$ cat src/rtl/ilm_pkg.sv
package ilm_pkg;

    // Default operand width and number of multiplier copies.
    localparam int unsigned DEF_W = 16;
    localparam int unsigned DEF_N = 5;

    // Width of a binary index into N copies (at least one bit).
    function automatic int unsigned idx_bits(input int unsigned n);
        return (n > 1) ? $clog2(n) : 1;
    endfunction

    // Width of a counter that must reach n.
    function automatic int unsigned cnt_bits(input int unsigned n);
        return $clog2(n + 1);
    endfunction

endpackage

$ cat src/rtl/ilm_phase_ring.sv
module ilm_phase_ring
    import ilm_pkg::*;
#(
    parameter int unsigned N  = DEF_N,
    localparam int unsigned IW = idx_bits(N)
) (
    input  logic          clk,
    input  logic          rst,
    output logic [N-1:0]  ring,
    output logic [IW-1:0] sel
);

    logic [N-1:0] ring_q;
    logic [N-1:0] ring_nx;

    generate
        if (N > 1) begin : g_rot
            assign ring_nx = {ring_q[N-2:0], ring_q[N-1]};
        end else begin : g_single
            assign ring_nx = ring_q;
        end
    endgenerate

    always_ff @(posedge clk) begin
        if (rst) begin
            ring_q <= N'(1);
        end else begin
            ring_q <= ring_nx;
        end
    end

    // Binary index of the active phase, used to steer the output selector.
    always_comb begin
        sel = '0;
        for (int i = 0; i < N; i++) begin
            if (ring_q[i]) begin
                sel = IW'(i);
            end
        end
    end

    assign ring = ring_q;

endmodule

$ cat src/rtl/ilm_lane.sv
module ilm_lane
    import ilm_pkg::*;
#(
    parameter int unsigned W = DEF_W,
    localparam int unsigned PW = 2 * W
) (
    input  logic          clk,
    input  logic          rst,
    input  logic          load,
    input  logic [W-1:0]  opa,
    input  logic [W-1:0]  opb,
    output logic [PW-1:0] prod
);

    logic [W-1:0] a_q;
    logic [W-1:0] b_q;

    // Operands are held for a full rotation; the product below is a
    // multicycle path with N cycles to settle.
    always_ff @(posedge clk) begin
        if (rst) begin
            a_q <= '0;
            b_q <= '0;
        end else if (load) begin
            a_q <= opa;
            b_q <= opb;
        end
    end

    assign prod = PW'(a_q) * PW'(b_q);

endmodule

$ cat src/rtl/ilm_out_sel.sv
module ilm_out_sel
    import ilm_pkg::*;
#(
    parameter int unsigned W = DEF_W,
    parameter int unsigned N = DEF_N,
    localparam int unsigned PW = 2 * W,
    localparam int unsigned IW = idx_bits(N)
) (
    input  logic                  clk,
    input  logic                  rst,
    input  logic [N-1:0][PW-1:0]  lane_prod,
    input  logic [IW-1:0]         sel,
    output logic [PW-1:0]         prod_q
);

    logic [PW-1:0] picked;

    // The active phase names the copy that is about to be reloaded; its
    // product has had the full rotation to settle.
    always_comb begin
        picked = '0;
        for (int i = 0; i < N; i++) begin
            if (sel == IW'(i)) begin
                picked = lane_prod[i];
            end
        end
    end

    always_ff @(posedge clk) begin
        if (rst) begin
            prod_q <= '0;
        end else begin
            prod_q <= picked;
        end
    end

endmodule

$ cat src/rtl/ilm_valid_pipe.sv
module ilm_valid_pipe
    import ilm_pkg::*;
#(
    parameter int unsigned DEPTH = DEF_N + 1
) (
    input  logic clk,
    input  logic rst,
    input  logic vin,
    output logic vout
);

    logic [DEPTH-1:0] sr;

    generate
        if (DEPTH > 1) begin : g_chain
            always_ff @(posedge clk) begin
                if (rst) begin
                    sr <= '0;
                end else begin
                    sr <= {sr[DEPTH-2:0], vin};
                end
            end
        end else begin : g_one
            always_ff @(posedge clk) begin
                if (rst) begin
                    sr <= '0;
                end else begin
                    sr <= vin;
                end
            end
        end
    endgenerate

    assign vout = sr[DEPTH-1];

endmodule

$ cat src/rtl/ilm_top.sv
module ilm_top
    import ilm_pkg::*;
#(
    parameter int unsigned W = DEF_W,
    parameter int unsigned N = DEF_N,
    localparam int unsigned PW = 2 * W,
    localparam int unsigned IW = idx_bits(N)
) (
    input  logic          clk,
    input  logic          rst,
    input  logic          in_valid,
    input  logic [W-1:0]  in_a,
    input  logic [W-1:0]  in_b,
    output logic          out_valid,
    output logic [PW-1:0] out_prod,
    output logic [N-1:0]  phase
);

    logic [N-1:0]          ring;
    logic [IW-1:0]         sel;
    logic [N-1:0][PW-1:0]  lane_prod;

    ilm_phase_ring #(.N(N)) u_ring (
        .clk  (clk),
        .rst  (rst),
        .ring (ring),
        .sel  (sel)
    );

    generate
        for (genvar k = 0; k < N; k++) begin : g_lane
            ilm_lane #(.W(W)) u_lane (
                .clk  (clk),
                .rst  (rst),
                .load (ring[k]),
                .opa  (in_a),
                .opb  (in_b),
                .prod (lane_prod[k])
            );
        end
    endgenerate

    ilm_out_sel #(.W(W), .N(N)) u_sel (
        .clk       (clk),
        .rst       (rst),
        .lane_prod (lane_prod),
        .sel       (sel),
        .prod_q    (out_prod)
    );

    ilm_valid_pipe #(.DEPTH(N + 1)) u_vpipe (
        .clk  (clk),
        .rst  (rst),
        .vin  (in_valid),
        .vout (out_valid)
    );

    assign phase = ring;

endmodule

$ cat config.mk
export PLATFORM = sky130hd
export DESIGN_NAME = ilm_top
export DESIGN_NICKNAME = d
export VERILOG_FILES = /design/src/rtl/ilm_pkg.sv /design/src/rtl/ilm_phase_ring.sv /design/src/rtl/ilm_lane.sv /design/src/rtl/ilm_out_sel.sv /design/src/rtl/ilm_valid_pipe.sv /design/src/rtl/ilm_top.sv
export SDC_FILE = /design/constraint.sdc
export NUM_CORES = 2
export LEC_CHECK = 0
export CAP_MARGIN = 20
export CORE_MARGIN = 4
export CORE_UTILIZATION = 56
export CTS_BUF_LIST = sky130_fd_sc_hd__clkbuf_16
export DETAILED_ROUTE_END_ITERATION = 6
export PLACE_DENSITY = 0.77
export SYNTH_ARGS = -nofsm -noshare
export SYNTH_HDL_FRONTEND = slang
export SYNTH_HIERARCHICAL = 1
export SYNTH_SLANG_ARGS = --single-unit
export TNS_END_PERCENT = 30
$ cat constraint.sdc
create_clock -name clk -period 7.3 [get_ports clk]
set_clock_uncertainty 0.2 [all_clocks]
set_input_delay 1.095 -clock clk [delete_from_list [all_inputs] [get_ports clk]]
set_output_delay 1.095 -clock clk [all_outputs]
set_load 0.005 [all_outputs]
---- After elaboration in Yosys (flattened, before gate mapping) ----
Index checks and enable logic that the tools add are counted.
cells by class
  bitwise gates (word level) .............. 0
  reductions and logical operators ........ 1
  eq/ne operators ......................... 4
  div/mod/pow operators ................... 0
  add/sub/neg operators ................... 0
  multiply operators ...................... 5
  $lt $le $gt $ge ......................... 0
  shifts and indexed selects .............. 0
  muxes and demuxes ....................... 9
operators by type and width
  kind                                                              number
  16-bit by 16-bit multiplier with 32-bit output                    5
  32-bit 2-to-1 mux                                                 5
  3-bit by 2-bit == test with 1-bit output (second input constant)  2
  2-bit 2-to-1 mux                                                  2
  3-bit by 1-bit == test with 1-bit output (second input constant)  1
  3-bit == test (second input constant)                             1
  3-bit zero test                                                   1
  3-bit 2-to-1 mux                                                  1
  1-bit 2-to-1 mux                                                  1
storage, ports and cells
  bits in read-only memories .............. 0
  RAM bits ................................ 0
  word-level logic and storage cells ...... 32
  register bits ........................... 203
  output and inout port bits .............. 38
  memories kept ........................... 0
  bits in latches ......................... 0

---- Depth between registers and ports, before layout ----
  depth in word-level cells ............... 10
  depth in mapped cells ................... 26

---- By module ----
The synthesis kept the hierarchy.
by module, submodules not included
  module                           area each (um^2)  instances  cells an instance
  ilm_lane (g_lane[1].u_lane ...)  9,650.5           2          1,091
  ilm_lane (g_lane[0].u_lane)      9,868.2           1          1,112
  ilm_lane (g_lane[3].u_lane)      9,834.4           1          1,118
  ilm_lane (g_lane[4].u_lane)      9,750.6           1          1,112
  ilm_out_sel                      2,092.0           1          252
  ilm_phase_ring                   172.7             1          16
  ilm_valid_pipe                   157.7             1          12

---- Worst setup path after synthesis ----
No wires, ideal clock.
  path kind ............................... reg-to-reg
  from .................................... register g_lane[3].u_lane.b_q[9]
  to ...................................... register u_sel.prod_q[31]
  setup time .............................. 0.133 ns
  period minus slack after synthesis ...... 6.469 ns
  path slack .............................. 0.831 ns
  buffers on the path ..................... 3
  data arrival time ....................... 6.135 ns
  cell stages (with the launch flop) ...... 24
  required time ........................... 6.967 ns
  cells stage by stage .................... dfxtp_1 clkbuf_1 clkbuf_1 nand2_1 fa_1 fa_1 inv_1 fa_1 fa_1 fa_1 inv_1 fa_1 inv_1 ha_1 buf_4 nand2_2 or4_4 or4_4 o311ai_4 o221ai_2 a221o_1 mux2_2 nand2_1 a311oi_1
RTL lines
  what                      line               text
  start: declaration        ilm_lane.sv:16     logic [W-1:0] b_q;
  start signal: assignment  ilm_lane.sv:26     b_q <= opb;
  end signal: assignment    ilm_out_sel.sv:33  prod_q <= picked;
  end: declaration          ilm_out_sel.sv:13  output logic [PW-1:0] prod_q

==> results.cfg <==
[placed_design]
io_buffers = 72
dp_cells = 6916
dp_hpwl_mm = 119
dp_slack_ps = 140
place_congestion = 1.02
placed_area_sq_um = 53200

[floorplan]
fp.dieW_um = 310
start_util = 0.567
io_pins = 73
dieArea_sq_um = 96300
die_h_um = 310
core_sq_um = 90300
num_rows = 110

[timing]
finalHoldViolCount = 0
setup_viol = 0
fin_crit_ps = 7130
worstMarginPinSlew_ps = 1160
fin_crit_sh = 0.977
tns_ps = 0
slew_headroom = 0.222
slew_violations = 0
timing.final.ws_setup_ps = 171
rsz0062_at_grt = true
fmax_ghz = 0.140

[worst_setup_path]
arrival_ps = 7410
worstSetupPathType = register to register
start_kind = register
crit_required_ps = 7580
end_kind = register
worstPathMaxFanout = 17

[power]
cellLeakagePower_uw = 0.0278
total_power_uw = 3900
ir_drop_mv = 0.190
power_density_nw_per_um2 = 72.0

[routing]
viasPerCell = 5.73
first_pass_iters = 5
wirelength_mm = 147
drt_iter0_drc = 3689
drc_errors = 0
vias = 40000
ant_nets = 0
post_drt_wl_per_cell_um = 21.1

[cells_and_area]
ff_latch_area_sq_um = 4100
multi_input_area_sq_um = 41800
nFillCells = 7765
fin_area_sq_um = 54200
area_growth_pct = 5.89
drive_above_1_share = 0.0545
fin_cells = 6973
nets = 7297

[clock_tree]
clkTransAtPathRegs_ps = 60
cts-buffers-inserted = 29
hold_buffers = 0
cts_resized = 0
clkLatencyLatePin_ps = 600
h-tree-depth = 1
cts.path.max_buffers = 3
cts_tree = done
cts.sinks = 203
cts_setup_buffers = 0
cts_root_buf = clkbuf_16

[global_routing]
antenna_found_initial = 10
grt_pass1_vias = 41800
grt_first_pass_wirelength_mm = 236
grt_max_degree = 175
globalRouteTotalUtil = 0.316
grt-ovfl-total = 0

[run]
cap_violations = 0

[synthesis]
synthesis.area_sq_um = 51200
yosys-top-cells-area = fa_1 (38%), ha_1 (13%), inv_1 (8.2%)
ys_warn_count = 6
synthCells = 5804
yosysTopAreaCellShare = 0.379
ys_ff_latch = 203
ys_types = 98
avgSynthCellArea_sq_um = 8.82
synth_top_area_cell = fa_1
ys_async_sr_fraction = 0
yosysSeqAreaShare = 0.0794
syn_nets = 7329
ys.flop_type = dfxtp_1
synth_edf_count = 0

[worst_hold_path]
min_path_type = register to register

[run_status]
outcome = finished, final reports clean
[layout make-up]
class,count,share of cell area
Antenna cell,4,0.000185
Clock buffer,29,0.0134
Clock inverter,23,0.00342
Inverter,1121,0.0776
Multi-Input combinational cell,4222,0.772
Sequential cell,203,0.0757
Tap cell,1176,0.0272
Timing Repair Buffer,195,0.0307
[per-stage QoR]
stage / hold WS, ps / utilization
after global routing: 259 / 0.600
after global placement: 219 / 0.589
after floorplan: 214 / -
after detailed placement: 223 / 0.589
after CTS: 238 / 0.599
final: 237 / 0.600
[layer usage]
metal,share of wire,GRT usage,vias up
li1,-,-,17700
met1,0.40,0.427,20200
met2,0.44,0.488,1724
met3,0.10,0.0715,359
met4,0.058,0.145,4
met5,0.00018,0,-
[Yosys cell counts, types with 32 or more instances]
| cell type | instances |
|---|---|
| and2_1 | 621 |
| nand3_1 | 38 |
| inv_1 | 1121 |
| mux2i_1 | 167 |
| a311oi_1 | 32 |
| nand2_1 | 837 |
| mux2_2 | 33 |
| a21oi_1 | 133 |
| ha_1 | 520 |
| dfxtp_1 | 203 |
| a21o_1 | 54 |
| xnor2_1 | 90 |
| o21ai_0 | 94 |
| fa_1 | 970 |
| xor2_1 | 44 |
| clkbuf_1 | 207 |
| nor2_1 | 255 |
[critical path: stages, from the launching register on]
cell and delay (ps):
dfxtp_1 770, nand2_1 180, fa_1 540, fa_1 570, fa_1 450, fa_1 550
inv_1 60, fa_1 490, inv_1 60, fa_1 500, inv_1 50, ha_1 360
a21oi_1 160, o21ai_0 150, or3_1 380, o21ai_0 430, o21ai_0 270, a211oi_2 470
nor2_4 80, a311oi_1 280
[placed cells by master (no fill, tap or decap), types with 26 or more instances in the layout]
cell                n
a21o_1             54
mux2_2             33
xnor2_1            89
a21oi_1           133
o21ai_0            94
a311oi_1           32
clkdlybuf4s50_1    71
buf_4             121
ha_1              520
nand3_1            38
clkbuf_16          29
fa_1              970
and2_1            621
dfxtp_2            26
mux2i_1           167
xor2_1             44
inv_1            1125
dfxtp_1           176
nand2_1           837
nor2_1            255
[sequential cells by signal, indices dropped and copies added, names as in the netlist]
register	count
u_ring/ring	5
g_lane.u_lane/a_q	80
u_vpipe/sr	6
u_sel/prod_q	32
g_lane.u_lane/b_q	80
[power by group]
group | internal (uW) | leakage [uW] | switching, uW
clock network | 793 | 0.000451 | 656
logic | 430 | 0.0257 | 695
registers | 1160 | 0.00167 | 167
total | 2390 | 0.0278 | 1520
[kinds of logic (layout without fill, tap and decap cells)]
group | Yosys count | after routing | share of synthesized area
multiplexers | 200 | 200 | 0.0399
AND/OR/NAND/NOR | 1920 | 1920 | 0.183
other | 0 | 4 | 0
adder cells (fa/ha/maj) | 1490 | 1490 | 0.507
XOR/XNOR | 134 | 134 | 0.0229
buffers and inverters | 1379 | 1368 | 0.104
flip-flops | 203 | 203 | 0.0794
AO/OA/AOI/OAI | 478 | 478 | 0.0644
[worst paths after layout]
kind                           start                to  slack (ps)  cells past startpoint
max          g_lane[4].u_lane/b_q[1]  u_sel/prod_q[30]         170                     19
min                    u_vpipe/sr[3]     u_vpipe/sr[4]         240                      1
max reg2reg  g_lane[4].u_lane/b_q[1]  u_sel/prod_q[30]         170                     19
min reg2reg            u_vpipe/sr[3]     u_vpipe/sr[4]         240                      1
No activity file was read; power rests on OpenSTA's default activity.
